File: src/rtl/fbdiv_pkg.sv
package fbdiv_pkg;

  // Main setting actually used: zero is repaired to one.
  function automatic int unsigned eff_main(int unsigned m);
    return (m == 0) ? 1 : m;
  endfunction

  // Swallow count actually used: never beyond effective main + 1.
  function automatic int unsigned eff_swallow(int unsigned a, int unsigned m);
    int unsigned lim;
    lim = eff_main(m) + 1;
    return (a > lim) ? lim : a;
  endfunction

  // Setting outside the legal range.
  function automatic bit cfg_bad(int unsigned m, int unsigned a);
    return (m == 0) || (a > m + 1);
  endfunction

  // Input clocks per output cycle for an already repaired setting.
  function automatic int unsigned chain_ratio(int unsigned m, int unsigned a,
                                              bit byp, int unsigned base);
    return byp ? (m + 1) : (base * (m + 1) + a);
  endfunction

endpackage

File: src/rtl/fbdiv_cfg_sampler.sv
module fbdiv_cfg_sampler #(
  parameter int unsigned M_W = 9,
  parameter int unsigned A_W = 4
) (
  input  logic           clk,
  input  logic           rst_n,
  input  logic           load,
  input  logic [M_W-1:0] m_in,
  input  logic [A_W-1:0] a_in,
  input  logic           byp_in,
  output logic [M_W-1:0] nxt_m,
  output logic [A_W-1:0] nxt_a,
  output logic [M_W-1:0] act_m,
  output logic [A_W-1:0] act_a,
  output logic           act_byp,
  output logic           cfg_err
);
  import fbdiv_pkg::*;

  logic bad_now;

  // Repaired values; the clamped swallow is never above a_in, so it fits A_W.
  assign nxt_m   = M_W'(eff_main(32'(m_in)));
  assign nxt_a   = A_W'(eff_swallow(32'(a_in), 32'(m_in)));
  assign bad_now = cfg_bad(32'(m_in), 32'(a_in));

  always_ff @(posedge clk or negedge rst_n) begin
    if (!rst_n) begin
      act_m   <= M_W'(1);
      act_a   <= '0;
      act_byp <= 1'b0;
      cfg_err <= 1'b0;
    end else if (load) begin
      act_m   <= nxt_m;
      act_a   <= nxt_a;
      act_byp <= byp_in;
      cfg_err <= bad_now;
    end
  end

endmodule

File: src/rtl/fbdiv_prescaler.sv
module fbdiv_prescaler #(
  parameter int unsigned BASE = 10,
  localparam int unsigned CW  = $clog2(BASE + 1)
) (
  input  logic          clk,
  input  logic          rst_n,
  input  logic          run,
  input  logic          restart,
  input  logic          mod_hi,
  output logic          pre_tick,
  output logic [CW-1:0] pre_cnt
);
  logic [CW-1:0] last_cnt;

  // Divide by BASE+1 while the swallow counter asks for it, else by BASE.
  assign last_cnt = mod_hi ? CW'(BASE) : CW'(BASE - 1);
  assign pre_tick = run && (pre_cnt == last_cnt);

  always_ff @(posedge clk or negedge rst_n) begin
    if (!rst_n)
      pre_cnt <= '0;
    else if (!run || restart || pre_tick)
      pre_cnt <= '0;
    else
      pre_cnt <= pre_cnt + CW'(1);
  end

endmodule

File: src/rtl/fbdiv_swallow_ctl.sv
module fbdiv_swallow_ctl #(
  parameter int unsigned M_W = 9,
  parameter int unsigned A_W = 4
) (
  input  logic           clk,
  input  logic           rst_n,
  input  logic           load,
  input  logic           step,
  input  logic [M_W-1:0] ld_m,
  input  logic [A_W-1:0] ld_a,
  output logic           mod_hi,
  output logic           cycle_end,
  output logic [M_W-1:0] m_cnt,
  output logic [A_W-1:0] a_left
);
  // The main counter runs M..0, one step per prescaler period.
  // The swallow counter runs down alongside it and holds the long modulus while nonzero.
  assign mod_hi    = (a_left != '0);
  assign cycle_end = step && (m_cnt == '0);

  always_ff @(posedge clk or negedge rst_n) begin
    if (!rst_n) begin
      m_cnt  <= '0;
      a_left <= '0;
    end else if (load) begin
      m_cnt  <= ld_m;
      a_left <= ld_a;
    end else if (step) begin
      if (m_cnt != '0) m_cnt  <= m_cnt - M_W'(1);
      if (mod_hi)      a_left <= a_left - A_W'(1);
    end
  end

endmodule

File: src/rtl/fbdiv_chain.sv
module fbdiv_chain #(
  parameter int unsigned M_W  = 9,
  parameter int unsigned A_W  = 4,
  parameter int unsigned BASE = 10,
  localparam int unsigned CW  = $clog2(BASE + 1)
) (
  input  logic           clk,
  input  logic           rst_n,
  input  logic [M_W-1:0] m_val,
  input  logic [A_W-1:0] a_val,
  input  logic           presc_off,
  output logic           div_pulse,
  output logic           cfg_err
);
  logic           fresh;
  logic           load;
  logic           step;
  logic           pre_tick;
  logic [CW-1:0]  pre_cnt;
  logic           mod_hi;
  logic           cycle_end;
  logic [M_W-1:0] m_cnt;
  logic [A_W-1:0] a_left;
  logic [M_W-1:0] nxt_m;
  logic [A_W-1:0] nxt_a;
  logic [M_W-1:0] act_m;
  logic [A_W-1:0] act_a;
  logic           act_byp;

  assign load = fresh || cycle_end;
  assign step = act_byp || pre_tick;

  always_ff @(posedge clk or negedge rst_n) begin
    if (!rst_n) begin
      fresh     <= 1'b1;
      div_pulse <= 1'b0;
    end else begin
      fresh     <= 1'b0;
      div_pulse <= cycle_end && !fresh;
    end
  end

  fbdiv_cfg_sampler #(.M_W(M_W), .A_W(A_W)) u_cfg (
    .clk(clk), .rst_n(rst_n), .load(load),
    .m_in(m_val), .a_in(a_val), .byp_in(presc_off),
    .nxt_m(nxt_m), .nxt_a(nxt_a),
    .act_m(act_m), .act_a(act_a), .act_byp(act_byp), .cfg_err(cfg_err)
  );

  fbdiv_prescaler #(.BASE(BASE)) u_pre (
    .clk(clk), .rst_n(rst_n), .run(!act_byp), .restart(load),
    .mod_hi(mod_hi), .pre_tick(pre_tick), .pre_cnt(pre_cnt)
  );

  fbdiv_swallow_ctl #(.M_W(M_W), .A_W(A_W)) u_ctl (
    .clk(clk), .rst_n(rst_n), .load(load), .step(step),
    .ld_m(nxt_m), .ld_a(nxt_a),
    .mod_hi(mod_hi), .cycle_end(cycle_end), .m_cnt(m_cnt), .a_left(a_left)
  );

endmodule

File: config.mk
export PLATFORM = sky130hd
export DESIGN_NAME = fbdiv_chain
export DESIGN_NICKNAME = d
export VERILOG_FILES = /design/src/rtl/fbdiv_pkg.sv /design/src/rtl/fbdiv_cfg_sampler.sv /design/src/rtl/fbdiv_prescaler.sv /design/src/rtl/fbdiv_swallow_ctl.sv /design/src/rtl/fbdiv_chain.sv
export SDC_FILE = /design/constraint.sdc
export NUM_CORES = 1
export LEC_CHECK = 0
export BUFFER_PORTS_ARGS = -buffer_cell sky130_fd_sc_hd__buf_2
export CAP_MARGIN = 20
export CORE_ASPECT_RATIO = 1.4
export CORE_MARGIN = 2
export CORE_UTILIZATION = 55
export DETAILED_ROUTE_END_ITERATION = 12
export PLACE_DENSITY = 0.76
export REMOVE_ABC_BUFFERS = 1
export SYNTH_ARGS = -nofsm -noshare
export SYNTH_HDL_FRONTEND = slang
export SYNTH_SLANG_ARGS = --single-unit
File: constraint.sdc
create_clock -name clk -period 6.2 [get_ports clk]
set_clock_uncertainty 0.2 [all_clocks]
set_input_delay 1.24 -clock clk [delete_from_list [all_inputs] [get_ports clk]]
set_output_delay 1.24 -clock clk [all_outputs]
set_load 0.1 [all_outputs]
Word level (Yosys, flattened, before mapping)
Cells that the tools add are included.

Add/sub/neg operators: 5. Magnitude comparators: 2. Equal/unequal tests: 1. Mux-type cells: 10. Reductions and logical operators: 19.

Operator list (count): 4-bit by 32-bit greater-than comparator with 1-bit output (2); 9-bit two-way mux (4); 9-bit by 1-bit adder with 10-bit output (second input constant) (2); 4-bit two-way mux (5); 9-bit logical NOT (2); 9-bit nonzero test (1); 9-bit by 1-bit subtractor with 9-bit output (second input constant) (1); 2-bit nonzero test (3); 1-bit logical OR (5); 4-bit by 1-bit adder with 4-bit output (second input constant) (1); 4-bit == test (1); 2-bit AND reduction (2); 4-bit nonzero test (1); 4-bit by 1-bit subtractor with 4-bit output (second input constant) (1); 1-bit logical AND (3); 1-bit logical NOT (2); 2-bit two-way mux (1).

Register bits after elaboration: 21. Bits of input ports: 16. Output and inout bits: 2.

Depth between registers and ports, before layout
Depth in word-level cells: 10. Mapped depth: 13.

Cells and area by module
A second synthesis with hierarchy kept.

Cells, all modules: 202. Area, all modules: 2120.8 um^2.

By module, submodules not included: fbdiv_cfg_sampler (instances 1, cells each 94, area an instance 1019.7 um^2, sequential area each 376.6 um^2); fbdiv_swallow_ctl (instances 1, cells each 85, area an instance 812.0 um^2, sequential area each 325.3 um^2); fbdiv_prescaler (instances 1, cells each 16, area an instance 211.5 um^2, sequential area each 100.1 um^2); fbdiv_chain (instances 1, cells each 7, area an instance 77.6 um^2, sequential area each 51.3 um^2).

Worst setup path before layout
OpenSTA, ideal clock, no wires.

Kind: input-to-reg. From: input port m_val[2]. To: register u_ctl.a_left[2]. Setup time: 126 ps. Arrival: 3642 ps. Data required time: 5874 ps. Slack: 2232 ps. Cell stages on the path: 12. Path through: clkbuf_1 nor4b_1 a21oi_1 inv_1 ha_1 xnor2_1 ha_1 nand4_1 nand2_1 a211oi_2 mux2i_1 a221o_1.

Cells in the longest elaborated chain, start to end: 6.

Ends and longest elaborated chain: start, declared (RTL line fbdiv_chain.sv:9) `input logic [M_W-1:0] m_val,`; 9-bit logical NOT (RTL line fbdiv_pkg.sv:5) `return (m == 0) ? 1 : m;`; 9-bit two-way mux * (RTL line fbdiv_pkg.sv:5); 9-bit by 1-bit adder with 10-bit output * (RTL line fbdiv_pkg.sv:11) `lim = eff_main(m) + 1;`; 4-bit by 32-bit greater-than comparator with 1-bit output (RTL line fbdiv_pkg.sv:12) `return (a > lim) ? lim : a;`; 4-bit two-way mux * (RTL line fbdiv_pkg.sv:12); 4-bit two-way mux * (RTL line fbdiv_swallow_ctl.sv:25) `end else if (load) begin`; end signal, assigned (RTL line fbdiv_swallow_ctl.sv:27) `a_left <= ld_a;`; end signal, assigned (RTL line fbdiv_swallow_ctl.sv:30) `if (mod_hi) a_left <= a_left - A_W'(1);`; end, declared (RTL line fbdiv_swallow_ctl.sv:14) `output logic [A_W-1:0] a_left`.

Every way passes the cells marked *; elsewhere a longest branch is shown, timed or not. A chain may end at the register's enable or synchronous reset.

Worst setup path in the final report
From: input port m_val[0]. To: register u_ctl.a_left[2].

Same word-level chain as after synthesis.

==> metrics.yaml <==
dp_cells: 219
layout-drive-gt1-share: 0.1711
fmax_mhz: 247.8
dr.first_iter.drc_count: 32
holdCritPathClass: "flop to flop"
io_buffers: 17
core_sq_um: 2643
p_leak_nw: 0.7271
path_common_cell: "ha_1"
grt_pass1_vias: 1363
grt_max_degree: 22
slew_violations: 0
tns_ns: 0
cp_data_required_time_ns: 6.20
dieArea_sq_um: 3251
synth_cells: 174
utilization: 0.6283
vias: 1353
cp_top_family: "compound AO/OA/AOI/OAI gates"
ys_seq_elements: 21
grt_pass1_wl_mm: 5.816
drtAntennaViolNets: 0
synth_top_area_cell: "dfrtp_1"
cts_hold_buf: 0
synth_common_cells: "20 x dfrtp_1, 16 x o21ai_0, 14 x a21oi_1, 14 x ha_1, 14 x inv_1"
synth_most_common_cell: "dfrtp_1"
synth_edf_count: 0
fp.dieW_microns: 48.76
final_nets: 218
cts.clk_slew.worst_paths_ns: 0.12
post-route-drc-count: 0
syn_to_final_growth_pct: 7.623
slew_headroom: 0.3073
clock_latency_ns: 0.30
postCtsSetupRepairBufs: 0
async_reset_ff_frac: 1.000
ios: 18
yosys_warnings: 0
fin_cells: 223
worstSetupPathType: "input pin to flop"
syn_avg_cell_area_sq_um: 8.866
fillers: 248
wirelength_mm: 3.318
cap_violations: 0
muxShareOfSynthArea: 0.04947
setup_viol: 0
vias_per_cell: 6.067
cts.sinks: 21
arrival_ns: 4.04
post_cts_resized: 0
antenna_found_initial: 0
synth_top_family_by_area: "simple AND/OR/NAND/NOR gates"
placed_area_sq_um: 1633
regArea_sq_um: 526.8
cp_slowest_cell: "a211oi_2"
synth-compound-area-share: 0.1971
irDropWorstVdd_mv: 0.1076
crit_path_end_kind: "flop"
powerDensity_nw_per_um2: 231.0
ys_seq_area_frac: 0.3414
core.rowCount: 22
tightest_slew_ns: 1.034
cp_slowest_stage_delay_ns: 0.47
total_power_w: 0.0003836
drt-pass1-iter-count: 4
outcome: "finished clean"
ys.flop_type: "dfrtp_1"
rsz0062_at_grt: "false"
ys_top_cells_by_area: "dfrtp_1 32%, ha_1 11%, o21ai_0 5.2%, a21oi_1 4.5%, inv_1 3.4%"
cp_num_buf_inv: 3
n_antenna_cell: 0
synth_cell_type_count: 47
synthAdderAreaFrac: 0.1135
gp_congestion: 0.7813
worst_setup_path_start_kind: "input pin"
cts_root_buffer: "clkbuf_4"
clockBufferDepth: 2
chipHeight_microns: 66.67
finalCritPeriodShare: 0.6510
multi_input_area_sq_um: 923.4
grt-ovfl-total: 0
cts_buffers: 3
hpwl_mm: 2.588
crit_chain: "buf_2 > inv_1 > ha_1 > nor4b_1 > a21oi_1 > inv_1 > ha_1 > xnor2_1 > ha_1 > nand4_1 > nand2_1 > a211oi_2 > mux2i_1 > a221o_1"
fin_area_sq_um: 1660
cp_max_fo: 5
synth_xor_area_frac: 0.03406
synth_area_sq_um: 1543
routedWlPerCell_microns: 14.88
min_period_ns: 4.036
cts_tree: "done"
hold_viol: 0
synthSimpleGateAreaFrac: 0.2019
synth.top_cell.area_share: 0.3244
cts_max_level: 1
grt_use_total: 0.2282
initial_core_util: 0.5838
-- flip-flops by register name (all words and copies together) (netlist names) --
register       cells
div_pulse          1
fresh              1
u_cfg.act_byp      1
u_cfg.cfg_err      1
u_ctl.a_left       4
u_ctl.m_cnt        9
u_pre.pre_cnt      4
-- placed cells by master (no fill, tap or decap), drive strengths merged, types with 2 or more instances in the layout --
cell type / n
a21oi: 14
a31oi: 3
buf: 17
clkbuf: 3
dfrtp: 20
ha: 14
inv: 14
mux2: 2
mux2i: 5
nand2: 8
nand3: 5
nand3b: 2
nand4: 5
nor2: 13
nor2b: 2
nor3: 7
nor4: 4
nor4b: 2
nor4bb: 2
o211ai: 2
o21a: 2
o21ai: 16
xnor2: 3
xor2: 3
-- worst register-to-register path: stages (launching register included) --
cell and delay (ns):
dfrtp_1 0.43, inv_1 0.09, ha_1 0.18, or3b_4 0.42
mux2_4 0.32, nor3_2 0.65, nor2_2 0.20, a221o_1 0.37
-- per-layer routing --
layer  vias up  routed length (microns)  global-route usage
li1        664                        -                   -
met1       634                     1392              0.2628
met2        47                     1735              0.4195
met3         8                      134             0.02242
met4         0                       56              0.1143
met5         -                        0                   0
-- kinds of logic (layout without fill, tap and decap cells) --
kind of cell / count (synthesis) / in the layout
AND/OR/NAND/NOR: 55 / 55
AO/OA/AOI/OAI: 48 / 48
buffers and inverters: 22 / 35
flip-flops: 21 / 21
adder cells (fa/ha/maj): 14 / 14
multiplexers: 7 / 7
XOR/XNOR: 6 / 6
other: 1 / 1
-- path summary, 6_finish.rpt --
kind                            slack (ns)  depth (start not counted)               end       startpoint
max in group asynchronous             4.78                          1             fresh            rst_n
worst min-delay path                  0.28                          1         div_pulse   u_ctl.m_cnt[8]
min in group asynchronous             0.67                          1  u_pre.pre_cnt[1]            rst_n
worst max-delay path                  2.16                         14   u_ctl.a_left[2]         m_val[0]
worst max register to register        3.24                          7   u_ctl.a_left[2]  u_ctl.a_left[0]
worst min register to register        0.28                          1         div_pulse   u_ctl.m_cnt[8]
-- final cells by class --
type	count	share of cell area
Clock buffer	3	0.01356
Clock inverter	1	0.003014
Inverter	14	0.03165
Multi-Input combinational cell	131	0.5561
Sequential cell	21	0.3173
Tap cell	36	0.02713
Timing Repair Buffer	17	0.05124
-- where the power goes --
| part | total, W | switching [W] | internal, W |
|---|---|---|---|
| combinational | 0.000127 | 0.0000746 | 0.0000529 |
| sequential | 0.000190 | 0.0000275 | 0.000163 |
| clock | 0.0000660 | 0.0000420 | 0.0000240 |
-- through the flow --
| stage | hold WS, ns | setup slack, ns |
|---|---|---|
| floorplan | 0.2328 | 2.304 |
| global placement | 0.2642 | 2.023 |
| detailed placement | 0.2622 | 1.841 |
| CTS | 0.2804 | 2.199 |
| global route | 0.2997 | 1.926 |
| finish | 0.2815 | 2.164 |
No activity file was read; power rests on OpenSTA's default activity.
